### config.mk
export PLATFORM = sky130hd
export DESIGN_NAME = thread_prio_presenter
export DESIGN_NICKNAME = d
export VERILOG_FILES = /design/src/rtl/tpp_pkg.sv /design/src/rtl/tpp_prio_decode.sv /design/src/rtl/tpp_lead_zero.sv /design/src/rtl/tpp_ack_stage.sv /design/src/rtl/tpp_event_stage.sv /design/src/rtl/thread_prio_presenter.sv
export SDC_FILE = /design/constraint.sdc
export NUM_CORES = 1
export LEC_CHECK = 0
export ABC_AREA = 1
export BUFFER_PORTS_ARGS = -buffer_cell sky130_fd_sc_hd__buf_2
export CAP_MARGIN = 10
export CORE_ASPECT_RATIO = 1.5
export CORE_MARGIN = 3
export CORE_UTILIZATION = 45
export DETAILED_ROUTE_END_ITERATION = 12
export PLACE_DENSITY = 0.8
export SYNTH_ARGS = -nofsm -noshare
export SYNTH_HDL_FRONTEND = slang
export SYNTH_SLANG_ARGS = --single-unit
### constraint.sdc
create_clock -name clk -period 3.9 [get_ports clk]
set_input_delay 0.195 -clock clk [delete_from_list [all_inputs] [get_ports clk]]
set_output_delay 0.195 -clock clk [all_outputs]
set_load 0.02 [all_outputs]
### src/rtl/tpp_pkg.sv
package tpp_pkg;

    localparam int CTX_W   = 8;
    localparam int NPRIO   = 8;
    localparam int EXC_BIT = 7;
    localparam int ACK_W   = 2 * CTX_W;

    localparam logic [CTX_W-1:0] NO_PRIO = '1;

    typedef logic [CTX_W-1:0] ctx_byte_t;

    typedef enum logic {
        WSEL_THRESH = 1'b0,
        WSEL_POST   = 1'b1
    } wsel_e;

    typedef struct packed {
        ctx_byte_t pend;
        ctx_byte_t best;
        ctx_byte_t cur;
        ctx_byte_t status;
    } ctx_t;

    function automatic ctx_byte_t exc_mask();
        ctx_byte_t m;
        m = '0;
        m[EXC_BIT] = 1'b1;
        return m;
    endfunction

    function automatic ctx_t ctx_reset_value();
        ctx_t c;
        c.pend   = '0;
        c.best   = NO_PRIO;
        c.cur    = '0;
        c.status = '0;
        return c;
    endfunction

endpackage

### src/rtl/tpp_prio_decode.sv
module tpp_prio_decode
    import tpp_pkg::*;
#(
    parameter int N = NPRIO
) (
    input  logic             en_i,
    input  logic [CTX_W-1:0] prio_i,
    output logic [N-1:0]     bits_o
);

    // Bit (N-1-p) stands for priority p; values at or above N match no bit.
    for (genvar g = 0; g < N; g++) begin : g_bit
        localparam logic [CTX_W-1:0] PRIO_OF_BIT = CTX_W'(N - 1 - g);
        assign bits_o[g] = en_i && (prio_i == PRIO_OF_BIT);
    end

endmodule

### src/rtl/tpp_lead_zero.sv
module tpp_lead_zero
    import tpp_pkg::*;
#(
    parameter int N = NPRIO
) (
    input  logic [N-1:0]     map_i,
    output logic [CTX_W-1:0] best_o
);

    // The highest set bit wins, so the loop runs upward and the last hit stays.
    always_comb begin
        best_o = NO_PRIO;
        for (int i = 0; i < N; i++) begin
            if (map_i[i]) begin
                best_o = CTX_W'(N - 1 - i);
            end
        end
    end

endmodule

### src/rtl/tpp_ack_stage.sv
module tpp_ack_stage
    import tpp_pkg::*;
(
    input  ctx_t             ctx_i,
    input  logic             ack_i,
    output ctx_t             ctx_o,
    output logic [ACK_W-1:0] word_o
);

    logic             take;
    logic [NPRIO-1:0] retire_bits;
    logic [NPRIO-1:0] pend_left;
    logic [CTX_W-1:0] best_left;

    assign take = ack_i && ctx_i.status[EXC_BIT];

    tpp_prio_decode #(.N(NPRIO)) u_retire (
        .en_i   (take),
        .prio_i (ctx_i.best),
        .bits_o (retire_bits)
    );

    assign pend_left = ctx_i.pend & ~retire_bits;

    tpp_lead_zero #(.N(NPRIO)) u_rescan (
        .map_i  (pend_left),
        .best_o (best_left)
    );

    always_comb begin
        ctx_o = ctx_i;
        if (take) begin
            ctx_o.cur    = ctx_i.best;
            ctx_o.pend   = pend_left;
            ctx_o.best   = best_left;
            ctx_o.status = ctx_i.status & ~exc_mask();
        end
    end

    assign word_o = {ctx_i.status, ctx_o.cur};

endmodule

### src/rtl/tpp_event_stage.sv
module tpp_event_stage
    import tpp_pkg::*;
(
    input  ctx_t             ctx_i,
    input  logic             thr_we_i,
    input  logic [CTX_W-1:0] thr_val_i,
    input  logic             post_i,
    input  logic [NPRIO-1:0] post_bits_i,
    output ctx_t             ctx_o,
    output logic             raise_o
);

    logic [NPRIO-1:0] pend_new;
    logic [CTX_W-1:0] best_new;
    logic [CTX_W-1:0] cur_new;
    logic             run_check;

    assign pend_new  = ctx_i.pend | post_bits_i;
    assign cur_new   = thr_we_i ? thr_val_i : ctx_i.cur;
    assign run_check = thr_we_i || post_i;

    tpp_lead_zero #(.N(NPRIO)) u_scan (
        .map_i  (pend_new),
        .best_o (best_new)
    );

    // Strict comparison: an equal priority does not interrupt.
    assign raise_o = run_check && (best_new < cur_new);

    always_comb begin
        ctx_o.pend   = pend_new;
        ctx_o.best   = best_new;
        ctx_o.cur    = cur_new;
        ctx_o.status = raise_o ? (ctx_i.status | exc_mask()) : ctx_i.status;
    end

endmodule

### src/rtl/thread_prio_presenter.sv
module thread_prio_presenter
    import tpp_pkg::*;
#(
    parameter int WDATA_W = 32
) (
    input  logic               clk,
    input  logic               rst,
    input  logic               evt_valid_i,
    input  logic [CTX_W-1:0]   evt_prio_i,
    input  logic               wr_valid_i,
    input  logic               wr_sel_i,
    input  logic [WDATA_W-1:0] wr_data_i,
    input  logic               ack_req_i,
    output logic               ack_valid_o,
    output logic [ACK_W-1:0]   ack_data_o,
    output logic               irq_o,
    output logic [CTX_W-1:0]   pend_map_o,
    output logic [CTX_W-1:0]   best_prio_o,
    output logic [CTX_W-1:0]   cur_prio_o,
    output logic [CTX_W-1:0]   status_o
);

    ctx_t             ctx_q;
    ctx_t             ctx_acked;
    ctx_t             ctx_next;
    logic             irq_q;
    logic             raise;
    logic             ack_valid_q;
    logic [ACK_W-1:0] ack_data_q;
    logic [ACK_W-1:0] ack_word;

    wsel_e            wsel;
    logic             thr_we;
    logic             post_we;
    logic [NPRIO-1:0] evt_bits;
    logic [NPRIO-1:0] post_bits;
    logic             unused_wr_hi;

    assign wsel    = wsel_e'(wr_sel_i);
    assign thr_we  = wr_valid_i && (wsel == WSEL_THRESH);
    assign post_we = wr_valid_i && (wsel == WSEL_POST);

    if (WDATA_W > CTX_W) begin : g_hi
        assign unused_wr_hi = ^wr_data_i[WDATA_W-1:CTX_W];
    end else begin : g_no_hi
        assign unused_wr_hi = 1'b0;
    end

    // The acknowledge step comes first; the event step sees its result.
    tpp_ack_stage u_ack (
        .ctx_i  (ctx_q),
        .ack_i  (ack_req_i),
        .ctx_o  (ctx_acked),
        .word_o (ack_word)
    );

    tpp_prio_decode #(.N(NPRIO)) u_dec_evt (
        .en_i   (evt_valid_i),
        .prio_i (evt_prio_i),
        .bits_o (evt_bits)
    );

    tpp_prio_decode #(.N(NPRIO)) u_dec_post (
        .en_i   (post_we),
        .prio_i (wr_data_i[CTX_W-1:0]),
        .bits_o (post_bits)
    );

    tpp_event_stage u_evt (
        .ctx_i       (ctx_acked),
        .thr_we_i    (thr_we),
        .thr_val_i   (wr_data_i[CTX_W-1:0]),
        .post_i      (evt_valid_i || post_we),
        .post_bits_i (evt_bits | post_bits),
        .ctx_o       (ctx_next),
        .raise_o     (raise)
    );

    always_ff @(posedge clk) begin
        if (rst) begin
            ctx_q       <= ctx_reset_value();
            irq_q       <= 1'b0;
            ack_valid_q <= 1'b0;
            ack_data_q  <= '0;
        end else begin
            ctx_q       <= ctx_next;
            irq_q       <= raise || (irq_q && !ack_req_i);
            ack_valid_q <= ack_req_i;
            if (ack_req_i) begin
                ack_data_q <= ack_word;
            end
        end
    end

    assign irq_o       = irq_q;
    assign ack_valid_o = ack_valid_q;
    assign ack_data_o  = ack_data_q;
    assign pend_map_o  = ctx_q.pend;
    assign best_prio_o = ctx_q.best;
    assign cur_prio_o  = ctx_q.cur;
    assign status_o    = ctx_q.status;

endmodule

==> impl_metrics.csv, run 1 <==
group,metric,value,unit
grt,track_usage,19.7,%
grt,gr-max-usage-layer,"met2",
logic_synthesis,yosysSeqAreaShare,34.7,%
grt,grt_pass1_vias,1745,
hold_path,hold_path_depth,3,
power,p_leak,1.30,nW
hold_path,holdCritPathClass,"input port to flop",
grt,grt_util_met1,20.7,%
timing,finalCriticalPeriod,3.04,ns
floorplan,fp.dieH,84.4,µm
drt,first_pass_iters,4,
floorplan,start_util,48.3,%
drt,drcViolationCount,0,
finish,num-nets-final,392,
logic_synthesis,synthesis.area,0.00185,mm²
critical_path,cp_max_fo,12,
grt,overflow,0,
critical_path,slowest_stage,"dfxtp_1",
logic_synthesis,yosysWarnings,0,
clock_tree,htreeDepth,2,
critical_path,r2r_cells,17,
timing,setup_tns,0,ns
drt,ant_nets,0,
clock_tree,ctsRootBufferMaster,"clkbuf_8",
grt,met2_usage,35.6,%
finish,area_delta_synth_final,17.9,%
clock_tree,post_cts_buffers,0,
clock_tree,cts.repair.resized,0,
floorplan,design.core.area,0.00382,mm²
logic_synthesis,synth.distinct_cells,24,
placement,dpl_cell_area,0.00207,mm²
power,finalPower,827,µW
floorplan,pin_count,96,
critical_path,crit_path_max_incr_delay,0.38,ns
placement,io_buffers,57,
grt,grt_max_degree,18,
drt,wirelength,4530,µm
timing,max_freq,329,MHz
timing,max_slew_margin,44.3,%
timing,worst_pin_slew,0.832,ns
logic_synthesis,synth_top_area_share,34.7,%
critical_path,cp-end-kind,"flop",
finish,regArea,641,µm²
logic_synthesis,synth_largest_area_cell,"dfxtp_1",
clock_tree,tritoncts,"built",
drt,via_per_inst,4.80,
drt,drt_iter0_drc,60,
timing,fin_worst_skew,0.00905,ns
logic_synthesis,netlist_instances,287,
finish,fillers,411,
timing,finalSetupViolations,0,
critical_path,critPathKind,"flop to flop",
timing,finalHoldViolCount,0,
run,drv_cap,0,
critical_path,critPathMostFrequentCell,"nand2_1",
timing,min_period_over_period,78.0,%
logic_synthesis,synth_area_leaders,"dfxtp_1, nand2_1, inv_1",
hold_path,hp-start,"wr_data_i[6]",
drt,vias,1838,
critical_path,arrival,3.25,ns
finish,num_antenna_cells,0,
placement,place_hpwl,3650,µm
grt,antenna_found_initial,0,
floorplan,dieWidth,58.3,µm
clock_tree,clock-sinks,32,
power,power.ir.vdd_worst,347,µV
hold_path,holdPathEnd,"cur_prio_o[6]",
power,power_density,380,mW/mm²
drt,wl_per_cell,11.8,µm
critical_path,r2r_slack,0.86,ns
clock_tree,insertion_delay,0.29,ns
finish,final_cell_area,0.00218,mm²
critical_path,worst_setup_path_start_kind,"flop",
placement,place.gp.congestion,0.895,
timing,maxSlewViolCount,0,
critical_path,reg2reg_from,"status_o[7]",
critical_path,path_cells,"nand2_1 -> inv_2 -> nand2_1 -> o31ai_1 -> nand2_1 -> nor2_1 -> inv_1 -> nor2_1 -> inv_1 -> nor2_1 -> nand3_1 -> inv_1 -> ha_1 -> a21oi_1 -> o221a_2 -> nand2_1 -> a21oi_1",
floorplan,std_cell_rows,27,
grt,grt_pass1_wl,7540,µm
timing,rsz0062_at_grt,"false",
logic_synthesis,avgSynthCellArea,6.43,µm²
critical_path,worstReg2RegEnd,"irq_o",
finish,layout_commonest_cell,"nand2_1",
critical_path,required,4.11,ns
finish,mostFrequentLayoutCells,"nand2_1, buf_2, inv_1",
clock_tree,cts-hold-fix-buffers,0,
outcome,status,"finished clean",
clock_tree,clock_path_buffers,2,
finish,multi_input_area,905,µm²
clock_tree,cts_buffers,5,
logic_synthesis,yosys_register_bits,32,
clock_tree,clk_pin_slew_worst_paths,0.07,ns
floorplan,dieArea,0.00492,mm²
finish,final_layout_size_suffix_gt1_share,20.3,%
grt,grt_util_met3,3.23,%
-- cells by family (layout without fill, tap and decap cells) --
family | count (synthesis) | in the layout | share of synthesized area (%)
simple gates | 134 | 134 | 29.6
other cells | 1 | 14 | 0.203
compound gates | 39 | 39 | 11.9
fa+ha+maj | 7 | 7 | 4.75
flops | 32 | 32 | 34.7
buf+inv | 74 | 114 | 18.9
-- worst max path at each step --
stage / from / to / slack [ns] / depth (start not counted)
after global placement: ack_req_i / status_o[7] / 0.86 / 18
after global routing: status_o[7] / status_o[7] / 0.54 / 17
final: status_o[7] / irq_o / 0.86 / 17
after CTS: status_o[7] / status_o[7] / 0.85 / 17
after detailed placement: ack_req_i / status_o[7] / 0.78 / 18
after floorplan: best_prio_o[6] / irq_o / 1.52 / 15
-- metal layers --
| metal | vias up | routed length [µm] |
|---|---|---|
| met1 | 799 | 1720 |
| met5 | - | 0 |
| met3 | 15 | 272 |
| li1 | 960 | - |
| met2 | 64 | 2370 |
| met4 | 0 | 161 |
-- registers in the layout, indices dropped and copies added, names as in the netlist --
signal and flops:
pend_map_o 8, status_o 1, ack_valid_o 1, irq_o 1, best_prio_o 4, cur_prio_o 8
ack_data_o 9
-- cell usage after synthesis --
cell,number
a21oi_1,14
a22oi_1,2
nor2_2,1
o221a_2,1
o31ai_1,1
o21ai_0,15
nand3_1,12
clkbuf_1,6
nand2_1,68
buf_4,19
conb_1,1
o211ai_1,4
nor3_1,6
inv_2,3
or2_0,1
and3_1,1
nor2_1,40
inv_1,46
dfxtp_1,32
nand4_1,1
or2_1,1
and2_1,3
ha_1,7
o21ai_1,2
-- through the flow --
step	setup WS [ns]	util, %	hold WS [ns]	instances
after floorplan	1.52	-	0.354	300
after global placement	0.858	54.2	0.450	375
after detailed placement	0.777	54.2	0.453	375
after CTS	0.849	57.0	0.168	383
after global routing	0.542	57.0	0.197	383
final	0.860	57.0	0.177	383
-- critical path: cells and delay by family, from the launching register on --
| kind | cells | cell delay [ns] |
|---|---|---|
| AOI/OAI and AO/OA | 4 | 0.75 |
| DFF | 1 | 0.38 |
| and+or+nand+nor | 8 | 1.04 |
| buffers and inverters | 4 | 0.51 |
| adders and majority gates | 1 | 0.27 |
-- layout make-up --
| type | count | area share, % |
|---|---|---|
| Multi-Input combinational cell | 194 | 41.6 |
| Clock buffer | 6 | 3.34 |
| Sequential cell | 32 | 29.4 |
| Tap cell | 43 | 2.47 |
| Inverter | 49 | 8.45 |
| Clock inverter | 2 | 1.61 |
| Timing Repair Buffer | 57 | 13.1 |
-- power breakdown --
group	total, mW	switching, mW	internal (mW)
sequential	0.353	0.00912	0.344
combinational	0.158	0.107	0.0515
clock	0.316	0.126	0.189
total	0.827	0.242	0.585
(Power assumes the default switching activity.)
==> run 2, diff against run 1 <==
--- a/config.mk
+++ b/config.mk
@@ -10,9 +10,9 @@
 export CAP_MARGIN = 10
 export CORE_ASPECT_RATIO = 1.5
 export CORE_MARGIN = 3
-export CORE_UTILIZATION = 45
+export CORE_UTILIZATION = 41
 export DETAILED_ROUTE_END_ITERATION = 12
-export PLACE_DENSITY = 0.8
+export PLACE_DENSITY = 0.77
 export SYNTH_ARGS = -nofsm -noshare
 export SYNTH_HDL_FRONTEND = slang
 export SYNTH_SLANG_ARGS = --single-unit
==> constraint.sdc (replaced) <==
create_clock -name clk -period 2.7 [get_ports clk]
set_input_delay 0.135 -clock clk [delete_from_list [all_inputs] [get_ports clk]]
set_output_delay 0.135 -clock clk [all_outputs]
set_load 0.02 [all_outputs]
==> impl_metrics.csv, run 2 (synthesis gave the netlist of run 1 again) <==
group,metric,value,unit
timing,fin_ws,0.225,ns
finish,fillers,462,
grt,met2_usage,33.1,%
grt,grt_max_degree,18,
critical_path,r2r_cells,17,
critical_path,required,2.91,ns
clock_tree,clk_pin_slew_worst_paths,0.07,ns
power,p_leak,1.33,nW
grt,gr-max-usage-layer,"met2",
critical_path,cp-end-kind,"flop",
timing,maxSlewViolCount,0,
critical_path,worst_setup_path_start_kind,"flop",
hold_path,holdPathEnd,"cur_prio_o[5]",
finish,area_delta_synth_final,21.3,%
placement,post-place-ws,0.103,ns
finish,final_cell_area,0.00224,mm²
timing,finalHoldViolCount,0,
power,clkPwrFrac,31.5,%
grt,overflow,0,
timing,finalCriticalPeriod,2.48,ns
grt,grt_pass1_vias,1789,
finish,num_antenna_cells,0,
finish,mostFrequentLayoutCells,"nand2_1, buf_2, inv_1",
grt,antenna_found_initial,0,
drt,wl_per_cell,11.4,µm
run,drv_cap,0,
critical_path,cp_max_fo,5,
power,comb_power_share,22.1,%
drt,drcViolationCount,0,
grt,track_usage,18.4,%
critical_path,critPathKind,"flop to flop",
critical_path,r2r_slack,0.22,ns
clock_tree,cts-hold-fix-buffers,0,
drt,via_per_inst,4.74,
floorplan,fp.dieH,88.2,µm
grt,grt_pass1_wl,7270,µm
placement,io_buffers,57,
clock_tree,clock-sinks,32,
clock_tree,ctsRootBufferMaster,"clkbuf_8",
finish,multi_input_area,936,µm²
power,swShare,31.2,%
outcome,status,"finished clean",
placement,place.gp.congestion,0.940,
finish,largest_register_ffs,9,
critical_path,worstReg2RegEnd,"status_o[7]",
timing,fin_worst_skew,0.00464,ns
hold_path,hp-start,"wr_data_i[5]",
finish,final_cells,392,
critical_path,crit_path_max_incr_delay,0.34,ns
power,power.ir.vdd_worst,221,µV
clock_tree,insertion_delay,0.28,ns
floorplan,start_util,43.1,%
clock_tree,clock_path_buffers,2,
floorplan,dieWidth,60.8,µm
critical_path,reg2reg_from,"status_o[7]",
power,power_density,490,mW/mm²
power,p_int,755,µW
timing,max_freq,404,MHz
floorplan,design.core.area,0.00428,mm²
drt,vias,1860,
critical_path,arrival,2.69,ns
finish,num-nets-final,399,
grt,grt_util_met3,3.98,%
floorplan,std_cell_rows,29,
clock_tree,tritoncts,"built",
floorplan,pin_count,96,
clock_tree,htreeDepth,2,
placement,dpl_cell_area,0.00212,mm²
power,power.share.sequential,46.4,%
timing,finalSetupViolations,0,
drt,ant_nets,0,
placement,place_inst,384,
critical_path,slowest_stage,"dfxtp_2",
hold_path,holdCritPathClass,"input port to flop",
floorplan,dieArea,0.00536,mm²
drt,wirelength,4490,µm
power,finalPower,1.10,mW
clock_tree,cts_buffers,5,
timing,min_period_over_period,91.7,%
finish,layout_commonest_cell,"nand2_1",
finish,final_layout_size_suffix_gt1_share,25.1,%
hold_path,hold_path_depth,3,
finish,regArea,643,µm²
critical_path,cp_num_buf_inv,5,
drt,first_pass_iters,4,
critical_path,path_delay_family,"simple AND/OR/NAND/NOR gates",
placement,place_hpwl,3640,µm
critical_path,path_cells,"nand2_1 -> inv_2 -> buf_4 -> nand3_1 -> o21ai_1 -> and2_4 -> inv_1 -> nor2_2 -> inv_1 -> nor2_2 -> nand3_2 -> inv_4 -> ha_1 -> a21oi_1 -> o221a_2 -> nand2_1 -> a21oi_2",
power,p_sw,342,µW
grt,grt_util_met1,18.0,%
drt,drt_iter0_drc,54,
[run 2: changes by cell type in the layout (fill, tap and decap cells not counted), sizes merged]
cell,before,now
buf,57,64
bufinv,1,0
[run 2: final cells by class]
type / count / share of cell area (%)
well taps: 46 / 2.57
multi-input cells: 194 / 41.8
repair buffers: 64 / 15.1
flip-flops and latches: 32 / 28.7
inverters: 49 / 8.33
clock inverters: 1 / 0.224
clock buffers: 6 / 3.24
[run 2: timing repair]
item,in CTS,in global routing
gates resized for setup,0,14
buffers inserted,0,1
endpoints found under the setup margin,0,2
[run 2: per-stage QoR]
step	hold slack, ns	setup TNS [ns]	util [%]
after detailed placement	0.416	0	49.4
after global placement	0.404	0	49.4
final	0.122	0	52.3
after CTS	0.125	0	51.3
after floorplan	0.294	0	-
after global routing	0.140	-0.0222	52.3
[run 2: worst register-to-register path: stages (launching register included)]
cell and delay [ns]:
dfxtp_2 0.34, nand2_1 0.09, inv_2 0.09, buf_4 0.13
nand3_1 0.10, o21ai_1 0.14, and2_4 0.15, inv_1 0.05
nor2_2 0.11, inv_1 0.06, nor2_2 0.15, nand3_2 0.12
inv_4 0.10, ha_1 0.23, a21oi_1 0.15, o221a_2 0.18
nand2_1 0.10, a21oi_2 0.12
[run 2: worst max path at each step]
stage / startpoint / endpoint / slack (ns) / cells past startpoint
global route: status_o[7] / status_o[7] / -0.01 / 17
floorplan: best_prio_o[6] / irq_o / 0.32 / 15
finish: status_o[7] / status_o[7] / 0.22 / 17
CTS: best_prio_o[2] / irq_o / 0.07 / 15
global placement: best_prio_o[2] / status_o[7] / 0.1 / 15
detailed placement: best_prio_o[2] / irq_o / 0.10 / 15
[run 2: power groups by stage]
| stage | Clock, mW | Sequential (mW) | Combinational (mW) |
|---|---|---|---|
| after floorplan | 0 | 0.548 | 0.149 |
| after global placement | 0 | 0.519 | 0.228 |
| after detailed placement | 0 | 0.519 | 0.235 |
| after global routing | 0.375 | 0.511 | 0.278 |
| after CTS | 0.352 | 0.509 | 0.237 |
| final | 0.345 | 0.509 | 0.242 |
[run 2: metal layers]
layer / routed length (µm) / share of wire (%)
met1: 1660 / 37
met2: 2340 / 52
met5: 0 / 0
met3: 261 / 5.8
met4: 218 / 4.9
==> run 3, diff against run 2 <==
--- a/config.mk
+++ b/config.mk
@@ -8,11 +8,13 @@
 export ABC_AREA = 1
 export BUFFER_PORTS_ARGS = -buffer_cell sky130_fd_sc_hd__buf_2
 export CAP_MARGIN = 10
+export CELL_PAD_IN_SITES_DETAIL_PLACEMENT = 0
+export CELL_PAD_IN_SITES_GLOBAL_PLACEMENT = 2
 export CORE_ASPECT_RATIO = 1.5
-export CORE_MARGIN = 3
-export CORE_UTILIZATION = 41
+export CORE_MARGIN = 4
+export CORE_UTILIZATION = 20
 export DETAILED_ROUTE_END_ITERATION = 12
-export PLACE_DENSITY = 0.77
+export PLACE_DENSITY_LB_ADDON = 0.1
 export SYNTH_ARGS = -nofsm -noshare
 export SYNTH_HDL_FRONTEND = slang
 export SYNTH_SLANG_ARGS = --single-unit
==> impl_metrics.csv, run 3 (synthesis gave the netlist of run 1 again) <==
group,metric,value,unit
outcome,status,"finished clean",
grt,grt_pass1_vias,1775,
finish,fillers,1054,
grt,grt_max_degree,18,
drt,drcViolationCount,0,
hold_path,holdCritPathClass,"input port to flop",
timing,worst_pin_slew,0.530,ns
power,clkPwrFrac,42.7,%
drt,ant_nets,0,
grt,overflow,0,
clock_tree,insertion_delay,0.27,ns
power,swShare,28.7,%
floorplan,dieArea,0.0109,mm²
floorplan,std_cell_rows,42,
finish,largest_register_ffs,9,
finish,multi_input_area,951,µm²
clock_tree,clk_pin_slew_worst_paths,0.05,ns
placement,dpl_cell_area,0.00226,mm²
drt,via_per_inst,3.99,
finish,layout_commonest_cell,"nand2_1",
power,p_leak,1.40,nW
floorplan,design.core.area,0.00893,mm²
power,comb_power_share,19.1,%
timing,max_slew_margin,64.6,%
clock_tree,cts_buffers,5,
finish,area_delta_synth_final,33.8,%
timing,fin_worst_skew,0.00483,ns
timing,max_freq,405,MHz
grt,grt_pass1_wl,9160,µm
hold_path,hold_path_depth,3,
drt,wl_per_cell,13.1,µm
placement,place.gp.congestion,0.777,
clock_tree,htreeDepth,2,
grt,antenna_found_initial,0,
floorplan,dieWidth,86.4,µm
timing,min_period_over_period,91.4,%
placement,place_hpwl,5100,µm
clock_tree,tritoncts,"built",
timing,finalCriticalPeriod,2.47,ns
critical_path,arrival,2.67,ns
power,power_density,541,mW/mm²
run,drv_cap,0,
floorplan,start_util,20.7,%
drt,first_pass_iters,4,
timing,whs,0.137,ns
floorplan,fp.dieH,126,µm
power,power.share.sequential,38.2,%
finish,final_layout_size_suffix_gt1_share,28.4,%
timing,rsz0062_at_grt,"false",
grt,track_usage,11.1,%
timing,finalHoldViolCount,0,
drt,vias,1860,
timing,maxSlewViolCount,0,
power,p_int,952,µW
floorplan,pin_count,96,
power,p_sw,383,µW
clock_tree,clock-sinks,32,
critical_path,required,2.90,ns
drt,wirelength,6090,µm
power,power.ir.vdd_worst,219,µV
clock_tree,ctsRootBufferMaster,"clkbuf_16",
drt,drt_iter0_drc,69,
critical_path,r2r_cells,15,
critical_path,worst_setup_path_start_kind,"flop",
finish,mostFrequentLayoutCells,"nand2_1, buf_2, inv_1",
clock_tree,clock_path_buffers,2,
finish,regArea,643,µm²
finish,num_antenna_cells,0,
finish,final_cell_area,0.00247,mm²
critical_path,cp-end-kind,"flop",
placement,io_buffers,57,
timing,finalSetupViolations,0,
critical_path,cp_max_fo,5,
finish,num-nets-final,408,
critical_path,critPathKind,"flop to flop",
-- run 3: cell types whose count changed in the layout (fill, tap and decap cells not counted), moves of 2 or more --
cell and change:
buf_4 +9, clkbuf_16 +5, clkbuf_8 -4, nor2_1 -4
nor2_2 +3, o21ai_0 -2
-- run 3: per-stage QoR --
step / util, % / setup WS [ns] / instances / power [mW] / setup TNS [ns]
after detailed placement: 25.4 / -0.0952 / 457 / 0.773 / -0.190
after floorplan: - / 0.320 / 300 / 0.696 / 0
final: 27.6 / 0.232 / 466 / 1.34 / 0
after CTS: 27.0 / 0.0120 / 465 / 1.35 / 0
after global routing: 27.6 / 0.000103 / 466 / 1.42 / 0
after global placement: 25.4 / -0.114 / 457 / 0.771 / -0.224
-- run 3: final timing paths --
check | slack, ns | startpoint | to
worst max-delay path | 0.23 | best_prio_o[2] | status_o[7]
worst min-delay path | 0.14 | wr_data_i[4] | cur_prio_o[4]
worst max register to register | 0.23 | best_prio_o[2] | status_o[7]
worst min register to register | 0.46 | irq_o | irq_o
-- run 3: power groups by stage --
stage	clock (mW)	sequential, mW	combinational, mW
6_report	0.571	0.510	0.255
5_1_grt	0.616	0.513	0.288
4_1_cts	0.589	0.510	0.254
3_5_place_dp	0	0.520	0.253
3_3_place_gp	0	0.520	0.251
2_1_floorplan	0	0.548	0.149
-- run 3: layout make-up --
class	instances	area share, %
multi-input cells	194	38.5
flip-flops and latches	32	26.0
repair buffers	73	16.4
inverters	49	7.55
clock buffers	8	5.93
well taps	110	5.57
-- run 3: critical path: stages (launching register included) --
cell and delay, ns:
dfxtp_1 0.30, or2_1 0.25, buf_4 0.15, o21ai_1 0.11, and2_1 0.15, inv_1 0.06, nor2_2 0.14, inv_1 0.09
nor2_4 0.13, nand3_2 0.10, inv_4 0.09, ha_1 0.25, a21oi_2 0.13, o221a_2 0.19, nand2_1 0.09, a21oi_2 0.13
-- run 3: timing repair --
item,CTS,global route
buffers inserted,0,1
hold buffers,0,0
endpoints found under the setup margin,2,2
pin swaps,0,5
gates resized for setup,2,20
-- run 3: routing by layer --
layer  track usage [%]  up-vias  part of all wire (%)  routed length, µm
met4              3.85        0                   2.1                125
met5                 0        -                     0                  0
li1                  -      991                     -                  -
met2              21.9       38                    57               3480
met1              11.2      824                    37               2230
met3              2.09        7                   4.2                254
